File: config.mk
export PLATFORM = sky130hd
export DESIGN_NAME = spi_wcol_master
export DESIGN_NICKNAME = d
export VERILOG_FILES = /design/src/rtl/spim_pkg.sv /design/src/rtl/spim_tick_gen.sv /design/src/rtl/spim_shifter.sv /design/src/rtl/spim_flags.sv /design/src/rtl/spi_wcol_master.sv
export SDC_FILE = /design/constraint.sdc
export NUM_CORES = 1
export LEC_CHECK = 0
export BUFFER_PORTS_ARGS = -buffer_cell sky130_fd_sc_hd__buf_4
export CAP_MARGIN = 10
export CORE_UTILIZATION = 25
export DETAILED_ROUTE_END_ITERATION = 6
export GPL_TIMING_DRIVEN = 0
export HOLD_SLACK_MARGIN = 0.05
export RECOVER_POWER = 50
export SLEW_MARGIN = 40
export SYNTH_ARGS = -nofsm -noshare
export SYNTH_HDL_FRONTEND = slang
export SYNTH_SLANG_ARGS = --single-unit
export TNS_END_PERCENT = 1
File: constraint.sdc
create_clock -name clk -period 4.2 [get_ports clk]
set_clock_uncertainty 0.1 [all_clocks]
set_input_delay 1.26 -clock clk [delete_from_list [all_inputs] [get_ports clk]]
set_output_delay 1.26 -clock clk [all_outputs]
set_load 0.02 [all_outputs]
File: src/rtl/spim_pkg.sv
package spim_pkg;

  // Clock-source encodings of the 4-bit select field
  localparam logic [3:0] SEL_DIV_A = 4'b0000;
  localparam logic [3:0] SEL_DIV_B = 4'b0001;
  localparam logic [3:0] SEL_DIV_C = 4'b0010;
  localparam logic [3:0] SEL_TIMER = 4'b0011;

  // Waveform settings frozen at the moment a write is accepted
  typedef struct packed {
    logic       cedge;
    logic       smp_late;
    logic [3:0] sel;
  } spim_cfg_t;

endpackage

File: src/rtl/spim_tick_gen.sv
module spim_tick_gen
  import spim_pkg::*;
#(
  parameter int DIV_A = 4,
  parameter int DIV_B = 16,
  parameter int DIV_C = 64
) (
  input  logic       clk,
  input  logic       rst_n,
  input  logic       run,
  input  logic [3:0] sel,
  input  logic       tmr_match,
  output logic       tick
);

  localparam int CNT_W = $clog2(DIV_C / 2 + 1);

  logic [CNT_W-1:0] cnt;
  logic [CNT_W-1:0] half_m1;
  logic             use_tmr;

  always_comb begin
    case (sel)
      SEL_DIV_A: half_m1 = CNT_W'(DIV_A / 2 - 1);
      SEL_DIV_B: half_m1 = CNT_W'(DIV_B / 2 - 1);
      default:   half_m1 = CNT_W'(DIV_C / 2 - 1);
    endcase
    use_tmr = (sel == SEL_TIMER);
  end

  // Counter sits at zero until a transfer runs, so half-period 0 is full length
  always_ff @(posedge clk) begin
    if (!rst_n)                 cnt <= '0;
    else if (!run || use_tmr)   cnt <= '0;
    else if (cnt == half_m1)    cnt <= '0;
    else                        cnt <= cnt + 1'b1;
  end

  assign tick = run && (use_tmr ? tmr_match : (cnt == half_m1));

endmodule

File: src/rtl/spim_shifter.sv
module spim_shifter #(
  parameter int DATA_W = 8
) (
  input  logic              clk,
  input  logic              rst_n,
  input  logic              en,
  input  logic              start,
  input  logic              wait_first,
  input  logic [DATA_W-1:0] load_data,
  input  logic              cedge_q,
  input  logic              smp_q,
  input  logic              tick,
  input  logic              sdi,
  output logic              busy,
  output logic              sck_phase,
  output logic              sdo,
  output logic              done,
  output logic [DATA_W-1:0] rx_byte
);

  localparam int HP_N     = 2 * DATA_W + 1;
  localparam int HP_W     = $clog2(HP_N);
  localparam int LAST_REL = 2 * DATA_W - 2;

  logic [HP_W-1:0]   hp;
  logic              waiting;
  logic [DATA_W-1:0] tx_sr;
  logic [DATA_W-1:0] rx_sr;
  logic [DATA_W-1:0] rx_next;
  logic              off_b;
  logic              step;
  logic              cap_now;
  logic              shift_now;
  logic              last_hp;
  int                rel_cap;
  int                rel_out;

  always_comb begin
    off_b     = ~cedge_q;
    step      = busy && tick && !waiting;
    rel_cap   = int'(hp) - int'(off_b) - int'(smp_q);
    rel_out   = int'(hp) + 1 - int'(off_b);
    cap_now   = step && (rel_cap >= 0) && (rel_cap <= LAST_REL) && !rel_cap[0];
    shift_now = step && (rel_out >= 2) && (rel_out <= LAST_REL) && !rel_out[0];
    rx_next   = cap_now ? {rx_sr[DATA_W-2:0], sdi} : rx_sr;
    last_hp   = (hp == HP_W'(HP_N - 1));
  end

  always_ff @(posedge clk) begin
    if (!rst_n) begin
      busy    <= 1'b0;
      waiting <= 1'b0;
      hp      <= '0;
      tx_sr   <= '0;
      rx_sr   <= '0;
      rx_byte <= '0;
      done    <= 1'b0;
    end else begin
      done <= 1'b0;
      if (!en) begin
        busy    <= 1'b0;
        waiting <= 1'b0;
        hp      <= '0;
        tx_sr   <= '0;
        rx_sr   <= '0;
        rx_byte <= '0;
      end else if (start) begin
        busy    <= 1'b1;
        waiting <= wait_first;
        hp      <= '0;
        tx_sr   <= load_data;
        rx_sr   <= '0;
      end else if (busy && tick) begin
        if (waiting) begin
          waiting <= 1'b0;
        end else begin
          rx_sr <= rx_next;
          if (shift_now) tx_sr <= {tx_sr[DATA_W-2:0], 1'b0};
          if (last_hp) begin
            busy    <= 1'b0;
            hp      <= '0;
            done    <= 1'b1;
            rx_byte <= rx_next;
          end else begin
            hp <= hp + 1'b1;
          end
        end
      end
    end
  end

  assign sck_phase = busy & hp[0];
  assign sdo       = tx_sr[DATA_W-1];

endmodule

File: src/rtl/spim_flags.sv
module spim_flags (
  input  logic clk,
  input  logic rst_n,
  input  logic en,
  input  logic collide,
  input  logic wcol_clr,
  input  logic done,
  input  logic rx_ready,
  output logic wcol,
  output logic rx_valid
);

  // A collision in the same cycle as a clear wins
  always_ff @(posedge clk) begin
    if (!rst_n)        wcol <= 1'b0;
    else if (!en)      wcol <= 1'b0;
    else if (collide)  wcol <= 1'b1;
    else if (wcol_clr) wcol <= 1'b0;
  end

  always_ff @(posedge clk) begin
    if (!rst_n)        rx_valid <= 1'b0;
    else if (!en)      rx_valid <= 1'b0;
    else if (done)     rx_valid <= 1'b1;
    else if (rx_ready) rx_valid <= 1'b0;
  end

endmodule

File: src/rtl/spi_wcol_master.sv
module spi_wcol_master
  import spim_pkg::*;
#(
  parameter int DATA_W = 8,
  parameter int DIV_A  = 4,
  parameter int DIV_B  = 16,
  parameter int DIV_C  = 64
) (
  input  logic              clk,
  input  logic              rst_n,
  input  logic              en,
  input  logic              cpol,
  input  logic              cedge,
  input  logic              smp_late,
  input  logic [3:0]        clk_sel,
  input  logic              tmr_match,
  input  logic              wr,
  input  logic [DATA_W-1:0] wdata,
  input  logic              wcol_clr,
  input  logic              rx_ready,
  input  logic              sdi,
  output logic              busy,
  output logic              wcol,
  output logic              rx_valid,
  output logic [DATA_W-1:0] rx_data,
  output logic              sck,
  output logic              sdo
);

  spim_cfg_t cfg_q;
  logic      accept;
  logic      collide;
  logic      tick;
  logic      sck_phase;
  logic      done;

  assign accept  = en & wr & ~busy;
  assign collide = en & wr & busy;

  always_ff @(posedge clk) begin
    if (!rst_n)      cfg_q <= '0;
    else if (accept) cfg_q <= '{cedge: cedge, smp_late: smp_late, sel: clk_sel};
  end

  spim_tick_gen #(
    .DIV_A(DIV_A),
    .DIV_B(DIV_B),
    .DIV_C(DIV_C)
  ) u_tick (
    .clk      (clk),
    .rst_n    (rst_n),
    .run      (busy),
    .sel      (cfg_q.sel),
    .tmr_match(tmr_match),
    .tick     (tick)
  );

  spim_shifter #(
    .DATA_W(DATA_W)
  ) u_shift (
    .clk       (clk),
    .rst_n     (rst_n),
    .en        (en),
    .start     (accept),
    .wait_first(clk_sel == SEL_TIMER),
    .load_data (wdata),
    .cedge_q   (cfg_q.cedge),
    .smp_q     (cfg_q.smp_late),
    .tick      (tick),
    .sdi       (sdi),
    .busy      (busy),
    .sck_phase (sck_phase),
    .sdo       (sdo),
    .done      (done),
    .rx_byte   (rx_data)
  );

  spim_flags u_flags (
    .clk     (clk),
    .rst_n   (rst_n),
    .en      (en),
    .collide (collide),
    .wcol_clr(wcol_clr),
    .done    (done),
    .rx_ready(rx_ready),
    .wcol    (wcol),
    .rx_valid(rx_valid)
  );

  assign sck = cpol ^ sck_phase;

endmodule

[Yosys cells after proc, flatten, opt, wreduce, memory -nomap -nowiden]
Index checks and enable logic that the tools add are counted.
Widths: inputs -> output; s select.
Word-level totals
  output and inout bits: 13
  bits of input ports: 23
  register bits: 46
  word-level logic and storage cells: 88
Operators by class
  eq/ne operators: 6
  reduce and logical (&&, ||, !) cells: 28
  bitwise logic cells: 12
  add/subtract/negate cells: 6
  multiplexer cells: 19
  order comparisons: 4
Operator list (count)
  $le 32x5->1 const B: 2
  $sub 32x2->32: 2
  $mux 8: 5
  $ge 32x1->1 const B: 1
  $ge 32x3->1 const B: 1
  $mux 1: 12
  $pmux 5 s2: 1
  $reduce_bool 2->1: 5
  $logic_and 1x1->1: 9
  $eq 4x2->1 const B: 2
  $not 1->1: 7
  $add 5x1->6 const B: 1
  $add 6x1->6 const B: 1
  $eq 6x5->1: 1
  $reduce_and 3->1: 2
  $reduce_or 3->1: 2
  $sub 5x1->6: 1
  $add 5x1->5 const B: 1
  $eq 5x5->1 const B: 1
  $mux 5: 1
  $reduce_or 5->1: 1
  $and 1x1->1: 4
  $eq 4x1->1 const B: 1
  $logic_not 1->1: 4
  6 further kinds: 7

[Depth between registers and ports, before layout]
  word-level depth: 14
  mapped depth: 16
  depth with buffers taken out: 16

[Modules after synthesis]
Synthesis repeated with hierarchy kept, for this count alone.
Unflattened totals
  cell total of the unflattened synthesis: 263
  area, all modules: 2407.3 µm²
Modules (own cells, without submodules)
  spim_shifter: times used 1, sequential area each 640.6 µm², area an instance 1712.9 µm², cells an instance 187
  spim_tick_gen: times used 1, sequential area each 120.1 µm², area an instance 344.1 µm², cells an instance 37
  spi_wcol_master: times used 1, sequential area each 120.1 µm², area an instance 276.5 µm², cells an instance 30
  spim_flags: times used 1, sequential area each 40.0 µm², area an instance 73.8 µm², cells an instance 9

[Least setup slack after synthesis]
Ideal clock, no wire load.
  kind: reg-to-reg
  start point: reg u_shift.hp[0]
  end point: reg u_shift.rx_byte[0]
  cell stages (with the launch flop): 16
  path buffers: 0
  period minus slack after synthesis: 3405 ps
  arrival time: 3178 ps
  slack: 795 ps
  required time: 3974 ps
  setup time: 126 ps
  cell sequence: dfxtp_1 -> inv_1 -> ha_1 -> ha_1 -> nor3_1 -> a31oi_1 -> nor2_1 -> nand3_1 -> ha_1 -> or4b_1 -> nor4_1 -> nand2b_1 -> mux2i_1 -> nand2_2 -> mux2i_1 -> o21ai_1
On the way
  cells in the longest elaborated chain, start to end: 7
  elaborated cells on any way between the ends: 11
  those cells by class: add/sub (2); order compare (2); eq/ne (1); mux (1); reduce/logical (5)
Ends and longest elaborated chain
  start, declared: RTL line spim_shifter.sv:25  | logic [HP_W-1:0] hp;
  start signal, assigned: RTL line spim_shifter.sv:85  | hp <= hp + 1'b1;
  $sub 5x1->6: RTL line spim_shifter.sv:41  | rel_cap = int'(hp) - int'(off_b) - int'(smp_q);
  $sub 32x2->32: RTL line spim_shifter.sv:41
  $ge 32x1->1: RTL line spim_shifter.sv:43  | cap_now = step && (rel_cap >= 0) && (rel_cap <= LAST_REL) && !rel_cap[0];
  $logic_and 1x1->1 (3 in series): RTL line spim_shifter.sv:43
  $mux 8: RTL line spim_shifter.sv:45  | rx_next = cap_now ? {rx_sr[DATA_W-2:0], sdi} : rx_sr;
  end signal, assigned: RTL line spim_shifter.sv:83  | rx_byte <= rx_next;
  end, declared: RTL line spim_shifter.sv:18  | output logic [DATA_W-1:0] rx_byte
Several ways; a longest one is shown, not always the timed one.
A chain may end at the register's enable or synchronous reset.

[Final worst setup path]
  start point: reg u_shift.hp[0]
  end point: reg u_shift.rx_byte[3]
Same word-level chain as after synthesis.

==> summary.txt <==
Worst setup EP type -> flip-flop
Core area -> 9280 sq um
Share of final-layout standard cells stronger than drive strength 1 -> 12.3%
Number of setup violations in the final report -> 0
Maximum level of the CTS H-tree -> 2
Clock insertion delay at the later pin of the skew report -> 290 ps
Clock net sink count -> 46
Async S/R FF share, synth -> 0%
Growth of design area from synthesis to finish -> 19.5%
Power density cells -> 272 nW/um^2
HPWL Detailed -> 3.89 mm
Status -> finished, final reports clean
Transition time at the pin with the least slew margin -> 539 ps
Detailed-route vias per instance -> 4.48
Total gr overflow -> 0
TritonCTS clock tree -> done
Arrival time reported for the critical path endpoint -> 3900 ps
Final critical delay including setup and external delays -> 3820 ps
Residual DRC -> 0
Number of port buffers -> 35
Max-Cap Viols -> 0
Number of buffers inserted during clock tree synthesis -> 5
Overall fraction of global-route tracks in use -> 10.5%
Std cell rows -> 35
Placed insts -> 445
Antenna Cells -> 0
Total via count in the routed design -> 2029
Largest cells by area after synthesis -> dfxtp_1 38%, ha_1 9.8%, mux2i_1 7.0%, nand2_1 6.7%, nor2_1 4.0%
Chain of cells forming the critical path -> inv_1 > ha_1 > ha_1 > nor3_1 > a31oi_1 > nor2_2 > nand3_1 > ha_1 > or4b_1 > nor4_2 > nand2_1 > mux2i_1 > nand2_2 > mux2i_1 > o21ai_1
Library cell with the highest instance count after synthesis -> dfxtp_1
Critical Path Most Common Cell -> ha_1
Category of cells accounting for the largest share of critical-path delay -> simple AND/OR/NAND/NOR gates
Leakage -> 1.09 nW
I/O pin count -> 36
Worst hold slack after final layout -> 349 ps
Primary flip-flop cell chosen by synthesis mapping -> dfxtp_1
Net count after synthesis -> 323
Starting Density -> 26.0%
Number of max-slew violations in the final report -> 0
Via count of the first global-routing pass -> 1942
Die area -> 10100 sq um
Setup crit start kind -> flip-flop
RSZ-0062 raised after global routing -> no
Fraction of the cycle the final worst path needs -> 91.0%
Clock input transition at the sequential cells of the worst setup and hold paths -> 80 ps
Y dimension of the die -> 100 um
Number of synthesized flops with an enable pin -> 0
Final-layout setup total negative slack -> 0 ps
Clock Tree Root -> clkbuf_8
Number of nets at the end of the flow -> 365
Post-route core utilization -> 31.1%
Cell type of the slowest stage on the worst timing path -> or4b_1
Worst path required time -> 4270 ps
Die width -> 100 um
Fin area -> 2890 sq um
Delay of the slowest cell on the worst path -> 540 ps
Post-synth design cell area -> 2420 sq um
Buf+Inv Stages, Crit Path -> 1
Initial antenna violation count -> 0
Largest net degree at the start of global routing -> 14
Max-Slew Margin vs Limit -> 64.0%
DRT Wirelength -> 5.09 mm
Maximum ir drop on the vdd rail -> 0.000130 V
Category of the most critical setup path -> flip-flop to flip-flop
Initial DRT Pass Iterations -> 4
Average cell area after synthesis -> 8.60 sq um
CTS Buffer Depth -> 2
Remaining number of nets flagged by the antenna check after routing -> 0
Maximum net fanout on the critical path -> 8
Class of the tightest hold or removal check -> flip-flop to flip-flop
Share of synthesized area occupied by flip-flops and latches -> 38.1%
Number of unique standard cell types used by synthesis -> 50
Peak clock frequency supported by timing -> 262 MHz
Fraction of synthesized cell area taken by the top area cell type -> 38.1%
Hold Vio Cnt, Final -> 0
Number of non-filler instances in the completed layout -> 453
Yosys reg bits -> 46
Average wire length per cell after detail routing -> 11.2 um
Initial DRC Count -> 111
Cell type with the largest total area after synthesis -> dfxtp_1
Cell count after synthesis -> 281
Global placement routability congestion -> 0.867
Placed cell area -> 2840 sq um
Yosys warnings -> 0
Cell types with the highest counts after synthesis -> 46 x dfxtp_1, 43 x nand2_1, 26 x nor2_1
First-pass GRT wire length -> 8.65 mm
-- cell families (layout without fill, tap and decap cells) --
group                      after synthesis  in the layout  share of synthesized area, %
muxes                                   17             17                          7.04
AOI/OAI and AO/OA                       56             56                          14.9
adders and majority gates               19             19                          9.83
and+or+nand+nor                        112            112                          22.3
DFF                                     46             46                          38.1
buffers and inverters                   20             63                          3.57
xor gates and xnor gates                11             11                          4.30
-- final timing paths --
path / slack [ps] / cells past startpoint / start / endpoint
worst max-delay path: 380 / 15 / u_shift.hp[0]$_SDFFE_PP0P_ / u_shift.rx_byte[3]$_SDFFE_PN0P_
worst min-delay path: 350 / 2 / u_shift.rx_byte[6]$_SDFFE_PN0P_ / u_shift.rx_byte[6]$_SDFFE_PN0P_
worst max register to register: 380 / 15 / u_shift.hp[0]$_SDFFE_PP0P_ / u_shift.rx_byte[3]$_SDFFE_PN0P_
worst min register to register: 350 / 2 / u_shift.rx_byte[6]$_SDFFE_PN0P_ / u_shift.rx_byte[6]$_SDFFE_PN0P_
-- layer usage --
| layer | GRT usage [%] | share of wire (%) | vias to the layer above |
|---|---|---|---|
| li1 | - | - | 1065 |
| met1 | 13.2 | 48 | 933 |
| met2 | 17.5 | 48 | 20 |
| met3 | 1.81 | 2.5 | 11 |
| met4 | 5.13 | 2.1 | 0 |
| met5 | 0 | 0 | - |
-- where the power goes --
| group | internal [mW] | switching [mW] | leakage, nW | total, mW |
|---|---|---|---|---|
| clock | 0.133 | 0.142 | 0.0482 | 0.275 |
| combinational | 0.0297 | 0.0336 | 0.671 | 0.0633 |
| sequential | 0.442 | 0.00478 | 0.372 | 0.447 |
| total | 0.604 | 0.180 | 1.09 | 0.784 |
-- cell usage in the layout, fill, tap and decap left out, types with 2 or more instances in the layout --
cell type,instances
a21boi_0,6
a21oi_1,14
a31oi_1,4
and3_1,2
buf_4,23
clkbuf_1,23
clkbuf_8,6
dfxtp_1,46
ha_1,19
inv_1,9
mux2i_1,17
nand2_1,43
nand2b_1,3
nand3_1,12
nand3b_1,2
nor2_1,25
nor2_2,2
nor2b_1,3
nor3_1,5
nor3b_1,2
o21ai_0,9
o21ai_1,10
xnor2_1,7
xor2_1,3
-- stage by stage --
| step | setup slack, ps | power (mW) |
|---|---|---|
| after floorplan | 795 | 0.492 |
| after global placement | 258 | 0.521 |
| after detailed placement | 187 | 0.522 |
| after CTS | 157 | 0.801 |
| after global routing | 59.5 | 0.825 |
| final | 378 | 0.784 |
-- sequential cells by signal (all words and copies together) (netlist names) --
| signal | count |
|---|---|
| cfg_q | 6 |
| u_flags.rx_valid | 1 |
| u_flags.wcol | 1 |
| u_shift.busy | 1 |
| u_shift.done | 1 |
| u_shift.hp | 5 |
| u_shift.rx_byte | 8 |
| u_shift.rx_sr | 8 |
| u_shift.tx_sr | 8 |
| u_shift.waiting | 1 |
| u_tick.cnt | 6 |
-- worst reg2reg max path, cell delays in order, from the launching register on --
cell and delay (ps):
dfxtp_1 440, inv_1 140, ha_1 240, ha_1 240
nor3_1 200, a31oi_1 70, nor2_2 200, nand3_1 140
ha_1 280, or4b_1 540, nor4_2 280, nand2_1 100
mux2i_1 180, nand2_2 200, mux2i_1 280, o21ai_1 80
-- area by class of cell --
type                            instances  area (sq um)
Clock inverter                          1          5.00
Inverter                                9          33.8
Buffer                                 11          52.6
Multi-Input combinational cell        215          1420
Sequential cell                        46           921
Clock buffer                            7          86.3
Fill cell                            1019          6400
Timing Repair Buffer                   35           210
Tap cell                              129           161
-- what timing repair did --
item | 4_1_cts | 5_1_grt
setup buffers | 0 | 0
resized for setup | 0 | 2
hold buffers | 0 | 0
endpoints found under the setup margin | 0 | 16
Note: power is estimated with default switching activity, not from simulation.
